## src/rtl/xlat_regs_pkg.sv

```systemverilog
package xlat_regs_pkg;
  localparam int ADDR_W  = 12;
  localparam int DATA_W  = 32;
  localparam int CAUSE_W = 3;

  localparam logic [ADDR_W-1:0] OFS_FLUSH = 12'h184;
  localparam logic [ADDR_W-1:0] OFS_CFG   = 12'h1AC;
  localparam logic [ADDR_W-1:0] OFS_EXC   = 12'h380;
  localparam logic [ADDR_W-1:0] OFS_STAT  = 12'h384;
  localparam logic [ADDR_W-1:0] OFS_CTRL  = 12'h388;
  localparam logic [ADDR_W-1:0] OFS_BASE  = 12'h38C;

  localparam int FLUSH_BIT = 4;
  localparam int OOB_BIT   = 28;
  localparam int EN_BIT    = 0;

  typedef enum logic [2:0] {
    RD_NONE, RD_FLUSH, RD_CFG, RD_FADDR, RD_STAT, RD_CTRL, RD_BASE
  } rdSel_e;

  typedef struct packed {
    logic   wrFlush;
    logic   wrCfg;
    logic   wrExc;
    logic   wrStat;
    logic   wrCtrl;
    logic   wrBase;
    rdSel_e rdSel;
  } regStb_t;
endpackage

```

## src/rtl/xlatRegCtrl.sv

```systemverilog
module xlatRegCtrl
  import xlat_regs_pkg::*;
#(
  parameter int AW = ADDR_W
) (
  input  logic          clk,
  input  logic          rstN,
  input  logic          busSel,
  input  logic          busWr,
  input  logic [AW-1:0] busAddr,
  output regStb_t       stb
);
  logic doWr;
  logic doRd;

  assign doWr = busSel & busWr;
  assign doRd = busSel & ~busWr;

  always_comb begin
    stb = '0;
    stb.rdSel = RD_NONE;
    unique case (busAddr)
      AW'(OFS_FLUSH): begin stb.wrFlush = doWr; if (doRd) stb.rdSel = RD_FLUSH; end
      AW'(OFS_CFG):   begin stb.wrCfg   = doWr; if (doRd) stb.rdSel = RD_CFG;   end
      AW'(OFS_EXC):   begin stb.wrExc   = doWr; if (doRd) stb.rdSel = RD_FADDR; end
      AW'(OFS_STAT):  begin stb.wrStat  = doWr; if (doRd) stb.rdSel = RD_STAT;  end
      AW'(OFS_CTRL):  begin stb.wrCtrl  = doWr; if (doRd) stb.rdSel = RD_CTRL;  end
      AW'(OFS_BASE):  begin stb.wrBase  = doWr; if (doRd) stb.rdSel = RD_BASE;  end
      default: ;
    endcase
  end

  AST_ONE_WRITE_STROBE: assert property (@(posedge clk) disable iff (!rstN)
    $onehot0({stb.wrFlush, stb.wrCfg, stb.wrExc, stb.wrStat, stb.wrCtrl, stb.wrBase}));
  AST_NO_READ_ON_WRITE: assert property (@(posedge clk) disable iff (!rstN)
    (busSel && busWr) |-> (stb.rdSel == RD_NONE));
endmodule

```

## src/rtl/xlatRegData.sv

```systemverilog
module xlatRegData
  import xlat_regs_pkg::*;
#(
  parameter int DW = DATA_W,
  parameter int CW = CAUSE_W
) (
  input  logic          clk,
  input  logic          rstN,
  input  regStb_t       stb,
  input  logic [DW-1:0] busWdata,
  input  logic          faultValid,
  input  logic [CW-1:0] faultCause,
  input  logic [DW-1:0] faultAddr,
  output logic [DW-1:0] busRdata,
  output logic          xlatEn,
  output logic [DW-1:0] tableBase,
  output logic          oobEn,
  output logic          flushPulse,
  output logic          irq
);
  logic          excEnQ;
  logic          flushBitQ;
  logic [CW-1:0] statusQ;
  logic [CW-1:0] statusNext;
  logic [CW-1:0] keptStatus;
  logic [DW-1:0] faultAddrQ;
  logic          faultLoad;

  // Per-cause sticky bits: a fault sets the bit, and a status write keeps it only where the data bit is 1
  for (genvar i = 0; i < CW; i++) begin : g_cause
    assign keptStatus[i] = statusQ[i] & ~(stb.wrStat & ~busWdata[i]);
    assign statusNext[i] = keptStatus[i] | (faultValid & faultCause[i]);
  end

  assign faultLoad = faultValid && (|faultCause) && (keptStatus == '0);

  always_ff @(posedge clk or negedge rstN) begin
    if (!rstN) begin
      xlatEn     <= 1'b0;
      tableBase  <= '0;
      oobEn      <= 1'b0;
      excEnQ     <= 1'b0;
      flushBitQ  <= 1'b0;
      flushPulse <= 1'b0;
      statusQ    <= '0;
      faultAddrQ <= '0;
    end else begin
      if (stb.wrCtrl) xlatEn <= busWdata[EN_BIT];
      if (stb.wrBase) tableBase <= busWdata;
      if (stb.wrCfg) oobEn <= busWdata[OOB_BIT];
      if (stb.wrExc) excEnQ <= busWdata[EN_BIT];
      if (stb.wrFlush) flushBitQ <= busWdata[FLUSH_BIT];
      flushPulse <= stb.wrFlush & busWdata[FLUSH_BIT] & ~flushBitQ;
      statusQ <= statusNext;
      if (faultLoad) faultAddrQ <= faultAddr;
    end
  end

  assign irq = excEnQ & (|statusQ);

  always_comb begin
    busRdata = '0;
    unique case (stb.rdSel)
      RD_FLUSH: busRdata[FLUSH_BIT] = flushBitQ;
      RD_CFG:   busRdata[OOB_BIT]   = oobEn;
      RD_FADDR: busRdata            = faultAddrQ;
      RD_STAT:  busRdata[CW-1:0]    = statusQ;
      RD_CTRL:  busRdata[EN_BIT]    = xlatEn;
      RD_BASE:  busRdata            = tableBase;
      default:  busRdata            = '0;
    endcase
  end

  AST_FLUSH_SINGLE: assert property (@(posedge clk) disable iff (!rstN)
    flushPulse |=> !flushPulse);
  AST_FADDR_HELD: assert property (@(posedge clk) disable iff (!rstN)
    ((|statusQ) && !stb.wrStat) |=> $stable(faultAddrQ));
  AST_STATUS_STICKY: assert property (@(posedge clk) disable iff (!rstN)
    ((|statusQ) && !stb.wrStat) |=> ((statusQ & $past(statusQ)) == $past(statusQ)));
  AST_CTRL_WRITE: assert property (@(posedge clk) disable iff (!rstN)
    stb.wrCtrl |=> (xlatEn == $past(busWdata[EN_BIT])));
endmodule

```

## src/rtl/xlatCtrlRegs.sv

```systemverilog
module xlatCtrlRegs
  import xlat_regs_pkg::*;
#(
  parameter int AW = ADDR_W,
  parameter int DW = DATA_W,
  parameter int CW = CAUSE_W
) (
  input  logic          clk,
  input  logic          rstN,
  input  logic          busSel,
  input  logic          busWr,
  input  logic [AW-1:0] busAddr,
  input  logic [DW-1:0] busWdata,
  output logic [DW-1:0] busRdata,
  input  logic          faultValid,
  input  logic [CW-1:0] faultCause,
  input  logic [DW-1:0] faultAddr,
  output logic          xlatEnable,
  output logic [DW-1:0] tableBase,
  output logic          oobCheckEn,
  output logic          flushPulse,
  output logic          irq
);
  regStb_t stb;

  xlatRegCtrl #(.AW(AW)) uCtrl (
    .clk(clk), .rstN(rstN), .busSel(busSel), .busWr(busWr),
    .busAddr(busAddr), .stb(stb)
  );

  xlatRegData #(.DW(DW), .CW(CW)) uData (
    .clk(clk), .rstN(rstN), .stb(stb), .busWdata(busWdata),
    .faultValid(faultValid), .faultCause(faultCause), .faultAddr(faultAddr),
    .busRdata(busRdata), .xlatEn(xlatEnable), .tableBase(tableBase),
    .oobEn(oobCheckEn), .flushPulse(flushPulse), .irq(irq)
  );
endmodule

```

## config.mk

```make
export PLATFORM = sky130hd
export DESIGN_NAME = xlatCtrlRegs
export DESIGN_NICKNAME = d
export VERILOG_FILES = /design/src/rtl/xlat_regs_pkg.sv /design/src/rtl/xlatRegCtrl.sv /design/src/rtl/xlatRegData.sv /design/src/rtl/xlatCtrlRegs.sv
export SDC_FILE = /design/constraint.sdc
export NUM_CORES = 1
export LEC_CHECK = 0
export ABC_AREA = 1
export BUFFER_PORTS_ARGS = -buffer_cell sky130_fd_sc_hd__clkbuf_2
export CAP_MARGIN = 10
export CELL_PAD_IN_SITES_DETAIL_PLACEMENT = 1
export CELL_PAD_IN_SITES_GLOBAL_PLACEMENT = 1
export CORE_ASPECT_RATIO = 1.4
export CORE_MARGIN = 2
export CORE_UTILIZATION = 35
export CTS_CLUSTER_SIZE = 8
export DETAILED_ROUTE_END_ITERATION = 10
export PLACE_DENSITY = 0.83
export SETUP_SLACK_MARGIN = 0.15
export SLEW_MARGIN = 5
export SYNTH_ARGS = -nofsm -noshare
export SYNTH_HDL_FRONTEND = slang
export SYNTH_SLANG_ARGS = --single-unit
```

## constraint.sdc

```tcl
create_clock -name clk -period 2.6 [get_ports clk]
set_clock_uncertainty 0.1 [all_clocks]
set_input_delay 0.52 -clock clk [delete_from_list [all_inputs] [get_ports clk]]
set_output_delay 0.52 -clock clk [all_outputs]
set_load 0.02 [all_outputs]
```

Word level (Yosys, flattened, before mapping)
Cells that the tools add are included.

cells by class
  reduce and logical (&&, ||, !) cells = 5
  bitwise operators = 25
  mux-type cells = 20
  equality and inequality tests = 12

operator list
  kind                    number
  $eq A12 B10 Y1 const B  4
  $pmux W23 S2            1
  $eq A12 B9 Y1 const B   2
  $pmux W3 S6             1
  $and A1 B1 Y1           14
  $eq A3 B3 Y1 const B    3
  $mux W3                 3
  $not A1 Y1              8
  $mux W1                 7
  $eq A3 B2 Y1 const B    2
  $pmux W1 S3             2
  $pmux W2 S3             1
  $pmux W3 S2             1
  $reduce_or A3 Y1        2
  $mux W2                 2
  $pmux W1 S4             1
  $eq A3 B1 Y1 const B    1
  $logic_not A3 Y1        1
  $or A1 B1 Y1            3
  $logic_and A1 B1 Y1     2
  $pmux W1 S2             1

word-level totals
  output and inout port bits = 68
  logic and storage cells = 70
  flip-flop bits (word level) = 72
  bits of input ports = 84

Logic depth before layout (Yosys ltp)
  depth after elaboration = 7
  depth in mapped cells = 12
  gate-level depth less buffers = 12

By module
A second synthesis with hierarchy kept.

second synthesis, totals
  cells, all modules = 449
  area, all modules = 3,517.1 um^2

by module, submodules not included
  module       times used  area each (um^2)  sequential area each (um^2)  cells each
  xlatRegData  1           3,258.1           1,801.7                      395
  xlatRegCtrl  1           259.0             0.0                          54

Worst setup path after synthesis
No wires, ideal clock.

  kind = in2out
  start = input port busAddr[6]
  end = output port busRdata[5]
  buffers on the path = 0
  stages on the path = 9
  path slack = 0.051 ns
  data arrival time = 1.929 ns
  data required time = 1.980 ns
  cells stage by stage = inv_2 -> nand2_2 -> nor2_4 -> nand3_1 -> nand2_4 -> nand2_2 -> nor2_4 -> nand3_4 -> o21ai_0

on the way
  word-level cells in the longest chain between the ends = 4
  elaborated cells on any way between the ends = 10
  those cells by class = eq/ne (8); mux (2)

ends and longest elaborated chain
  element                                          RTL line            RTL
  start: declaration                               xlatCtrlRegs.sv:12  input logic [AW-1:0] busAddr,
  $eq A12 B10 Y1 or $eq A12 B9 Y1 (tied branches)  xlatRegCtrl.sv:22   unique case (busAddr)
  $pmux W3 S6 (*)                                  xlatRegCtrl.sv:22
  $eq A3 B3 Y1 or $eq A3 B2 Y1 (tied branches)     xlatRegData.sv:63   unique case (stb.rdSel)
  $pmux W23 S2 (*)                                 xlatRegData.sv:63
  end: declaration                                 xlatCtrlRegs.sv:14  output logic [DW-1:0] busRdata,

Mark *: on every way between the ends. The rest lies on a longest branch, timed or not.

Worst setup path after layout
  start = input port busAddr[6]
  end = output port busRdata[29]

on the way
  word-level cells in the longest chain between the ends = 4
  elaborated cells on any way between the ends = 10
  those cells by class = eq/ne (8); mux (2)

ends and longest elaborated chain
  element                                          RTL line
  $eq A12 B10 Y1 or $eq A12 B9 Y1 (tied branches)  xlatRegCtrl.sv:22
  $pmux W3 S6 (*)                                  xlatRegCtrl.sv:22
  $eq A3 B3 Y1 or $eq A3 B2 Y1 (tied branches)     xlatRegData.sv:63
  $pmux W3 S2 (*)                                  xlatRegData.sv:63

Marks and branches as above.

==> results.md <==
- Once routing completed, OpenROAD measured the worst setup slack at -0.250 ns.
- The worst reg-to-reg path cell count is 6.
- The met3 track demand over resource in global routing is 0.0506.
- In the final routed layout, each cell accounts on average for 19.8 um.
- The number of distinct library cell variants in the gate-level netlist after synthesis is 26.
- The number of hold violations in the final report is 0.
- Port buffering added 151 buffers.
- The mean instance size in the synthesized netlist is 9.27 um^2.
- Across the run, the number of max-cap violations was 0.
- The final period demand of the worst path is 2.85 ns.
- At the worst endpoint, the arrival time is 2.23 ns.
- The total overflow left after global routing is 0.
- The global-route layer with the greatest usage is met2.
- The run finished, with violations left.
- The number of search-and-repair iterations in the first detailed-routing pass is 4.
- The instance area after placement is 4860 um^2.
- In this run the horizontal extent of the chip is 90.8 um.
- In this run the tightest slew margin relative to its limit is 0.368.
- The initial utilization of the core area, before any placement, comes to 0.358.
- At the end of the flow, the number of nets in the layout was 679.
- The achievable frequency is 351 MHz.
- STA classifies the critical path startpoint as an input port.
- Dividing the detail-routed via count by the number of cells gives 5.12.
- Once layout is complete, the utilization of the core stands at 0.581.
- From bottom edge to top edge, the die measures 125 um.
- The clock slew seen by the registers of the worst setup and hold paths is 0.06 ns.
- The worst min-delay path class is in2async.
- The critical path crosses 15 cells after its start point.
- The final count of negative-setup-slack endpoints is 32.
- The total nets after synthesis is 482.
- After synthesis the netlist holds a flip-flop and latch count of 72.
- The initial detailed-routing violation count is 133.
- The met2 track demand over resource is 0.478.
- The final reports fail on negative setup slack.
- The worst setup path is captured at an output pin.
- The critical path buffer and inverter count is 5.
- The part of the cycle the worst path needs is 1.10.
- Dividing total power by cell area gives a power density of 458 nW/um^2.
- The sequential cells in the finished layout cover a total of 1800 um^2.
- For this design the top-level I/O count stands at 152.
- The largest fanout of any net on the critical path is 6.
- For this run, global-route usage on met1 was measured as 0.254.
- Setup repair after global routing could not meet its margin everywhere.
- The number of placement rows is 44.
- For this design, the sink count on the clock tree is 72.
- In the final layout, the multi-input gates occupy 1930 um^2.
- The total number of vias is 3782.
- The die outline area is 11400 um^2.
- The max-slew violation count is 0.
- The required time reported for the critical path endpoint is 1.98 ns.
- The count of unresolved DRC violations after routing is 0.
- The critical path is of the in2out type.
- Of the synthesized area, sequential elements account for 0.488.
- The part of the total power dissipated in sequential elements is 0.448.
- The finished cells cover 5980 um^2.
- The largest voltage drop on the vdd net is 426 uV.
- The tightest hold path in the finished design has a slack of 0.207 ns.
- The number of global-route vias before repair is 4343.
- The final weighted congestion in routability-driven placement is 0.833.
- The switching power summed over all nets is 0.684 mW.
- The mapped netlist covers 3690 um^2.
- The longest clock path from root to sink contains 2 buffers.
- CTS placed an instance of sky130_fd_sc_hd__clkbuf_16 at the clock tree root.
- The internal power of the cells totals 2.05 mW.
- The kind of cell with the highest combined delay along the critical path is simple AND/OR/NAND/NOR gates.
- The routed design has 14600 um of wire.
- The initial antenna violation count is 0.
- TritonCTS built the clock tree.
- The slowest library cell on the worst path is sky130_fd_sc_hd__nor2_4.
- The leakage power figure is 3.02 nW.
- Buffers inserted during clock tree synthesis total 9.
- The maximum number of pins on one net before global-route repair is 73.
- The layout has 1164 filler cells.
- The number of cells produced by synthesis is 398.
- The total design power is 2.74 mW.
- At the later pin of the worst-skew pair, clock insertion delay measures 0.34 ns.
- The overall routing resource usage is 0.254.
- Of the total power, the share spent switching nets is 0.250.
- In this run the remaining antenna-violating nets after routing total 0.
- The maximum cell stage delay along the critical path is 0.29 ns.
- The HPWL after detailed placement is 8910 um.
- The signal on the critical path passes through buf_6 -> inv_4 -> nand2_4 -> nor2_4 -> nand3_4 -> nand2_2 -> nor2_4 -> nor2_8 -> nand2_4 -> nor2_8 -> buf_12 -> clkbuf_16 -> nand3_2 -> o21ai_2 -> clkbuf_8.
- The total area inside the core boundary comes to 10300 um^2.
- The relative contribution of combinational cells to total power is 0.104.
- For the pin with the worst max-slew slack, the measured transition is 0.949 ns.
- Compared with the post-synthesis result, the final layout area differs by 62.0%.
- The total number of H-tree levels is 3.
- The final antenna diode count is 0.
- The Yosys step of the flow raised 0 warnings.
- In the final layout, the share of cells above drive strength 1 is 0.577.
- The global-route wire length before repair is 22400 um.
- The clock power share is 0.447.
## cell type report
type,count,share of cell area
Clock inverter,5,0.00963
Inverter,53,0.0343
Sequential cell,72,0.301
Tap cell,138,0.0289
Multi-Input combinational cell,256,0.323
Clock buffer,11,0.0389
Timing Repair Buffer,203,0.264
## stage by stage
step           cells  setup TNS (ns)  setup slack [ns]
2_1_floorplan    398               0            0.0565
3_3_place_gp     699           -1.98            -0.104
3_5_place_dp     699           -5.40            -0.214
4_1_cts          732           -3.07            -0.134
5_1_grt          738           -8.56            -0.321
6_report         738           -6.04            -0.250
## registers in the layout, summed over array words and instances (netlist names)
signal	flops
uData.xlatEn	1
uData.excEnQ	1
uData.statusQ	3
uData.faultAddrQ	32
uData.tableBase	32
uData.oobEn	1
uData.flushBitQ	1
uData.flushPulse	1
## synthesized netlist by cell type
cell type	number	area [um^2]
sky130_fd_sc_hd__nor2_4	4	45.0
sky130_fd_sc_hd__nand3_4	3	52.6
sky130_fd_sc_hd__o21ai_2	10	87.6
sky130_fd_sc_hd__buf_2	4	20.0
sky130_fd_sc_hd__nand2_1	57	214
sky130_fd_sc_hd__a21oi_1	2	10.0
sky130_fd_sc_hd__o21ai_1	44	220
sky130_fd_sc_hd__mux2_2	32	360
sky130_fd_sc_hd__nor3_1	1	5.00
sky130_fd_sc_hd__nand3_2	1	10.0
sky130_fd_sc_hd__nand3_1	50	250
sky130_fd_sc_hd__nand4_1	8	50.1
sky130_fd_sc_hd__inv_1	48	180
sky130_fd_sc_hd__or2_2	1	6.26
sky130_fd_sc_hd__nor2_1	15	56.3
sky130_fd_sc_hd__nor2_8	2	40.0
sky130_fd_sc_hd__o21ai_0	14	70.1
sky130_fd_sc_hd__nand2_2	4	25.0
sky130_fd_sc_hd__nor2_2	6	37.5
sky130_fd_sc_hd__clkbuf_1	3	11.3
sky130_fd_sc_hd__clkinv_2	1	5.00
sky130_fd_sc_hd__nand2_4	2	22.5
sky130_fd_sc_hd__inv_2	4	15.0
sky130_fd_sc_hd__dfrtp_1	72	1800
sky130_fd_sc_hd__buf_6	5	56.3
sky130_fd_sc_hd__buf_4	5	37.5
## layout by cell type, fill, tap and decap left out, types with 2 or more instances in the layout
master	synthesis	routed
sky130_fd_sc_hd__a21oi_1	2	2
sky130_fd_sc_hd__buf_4	5	41
sky130_fd_sc_hd__nand2_4	2	5
sky130_fd_sc_hd__inv_2	4	3
sky130_fd_sc_hd__clkinv_4	0	2
sky130_fd_sc_hd__buf_6	5	14
sky130_fd_sc_hd__clkbuf_16	0	11
sky130_fd_sc_hd__nand2_2	4	6
sky130_fd_sc_hd__dfrtp_1	72	72
sky130_fd_sc_hd__o21ai_2	10	33
sky130_fd_sc_hd__nand4_1	8	8
sky130_fd_sc_hd__clkbuf_8	0	21
sky130_fd_sc_hd__nand3_2	1	19
sky130_fd_sc_hd__nand2_1	57	52
sky130_fd_sc_hd__nor2_4	4	11
sky130_fd_sc_hd__mux2_2	32	32
sky130_fd_sc_hd__inv_4	0	2
sky130_fd_sc_hd__buf_12	0	6
sky130_fd_sc_hd__nor2_8	2	2
sky130_fd_sc_hd__nand3_4	3	13
sky130_fd_sc_hd__clkinv_2	1	3
sky130_fd_sc_hd__buf_16	0	2
sky130_fd_sc_hd__nor2_1	15	13
sky130_fd_sc_hd__o21ai_1	44	23
sky130_fd_sc_hd__clkbuf_2	0	116
sky130_fd_sc_hd__clkbuf_1	3	2
sky130_fd_sc_hd__inv_1	48	47
sky130_fd_sc_hd__nand3_1	50	22
sky130_fd_sc_hd__o21ai_0	14	12
## path summary, 6_finish.rpt
| kind | slack (ns) | end | from |
|---|---|---|---|
| max | -0.25 | busRdata[29] | busAddr[6] |
| min | 0.21 | uData.tableBase[26]$_DFFE_PN0P_ | rstN |
| max reg2reg | 1.14 | uData.faultAddrQ[11]$_DFFE_PN0P_ | uData.statusQ[1]$_DFF_PN0_ |
| min reg2reg | 0.40 | uData.faultAddrQ[4]$_DFFE_PN0P_ | uData.faultAddrQ[4]$_DFFE_PN0P_ |
| max in group asynchronous | 1.55 | uData.faultAddrQ[11]$_DFFE_PN0P_ | rstN |
| min in group clk | 0.29 | uData.faultAddrQ[15]$_DFFE_PN0P_ | faultAddr[15] |
## metal layers
layer | up-vias | wire (um)
met3 | 53 | 572
met4 | 0 | 732
met5 | - | 0
li1 | 1717 | -
met1 | 1868 | 5080
met2 | 144 | 8210
## worst reg2reg max path: stages, from the launching register on
cell	delay [ns]
sky130_fd_sc_hd__dfrtp_1	0.43
sky130_fd_sc_hd__o21ai_2	0.10
sky130_fd_sc_hd__nand2_2	0.13
sky130_fd_sc_hd__nor2_4	0.17
sky130_fd_sc_hd__buf_12	0.24
sky130_fd_sc_hd__nand2_1	0.14
sky130_fd_sc_hd__o21ai_2	0.07
## power groups by stage
stage	Clock [mW]	Sequential (mW)	Combinational, mW
floorplan	0	1.24	0.124
global placement	0	1.24	0.240
detailed placement	0	1.24	0.252
CTS	1.24	1.23	0.268
global route	1.28	1.24	0.318
finish	1.22	1.23	0.286
## kinds of logic (layout without fill, tap and decap cells)
| group | count (synthesis) | in the layout | synth area share |
|---|---|---|---|
| compound gates | 70 | 70 | 0.105 |
| simple gates | 154 | 154 | 0.221 |
| flops | 72 | 72 | 0.488 |
| buf+inv | 70 | 272 | 0.0882 |
| mux | 32 | 32 | 0.0977 |
## repair_timing
| item | 4_1_cts | 5_1_grt |
|---|---|---|
| pin swaps | 1 | 4 |
| gates resized for setup | 85 | 54 |
| setup endpoints to repair | 32 | 32 |
| cloned | 2 | 2 |
| endpoints found under the hold margin | 0 | 0 |
| setup buffers | 15 | 4 |
| hold buffers | 0 | 0 |
(Power assumes the default switching activity.)
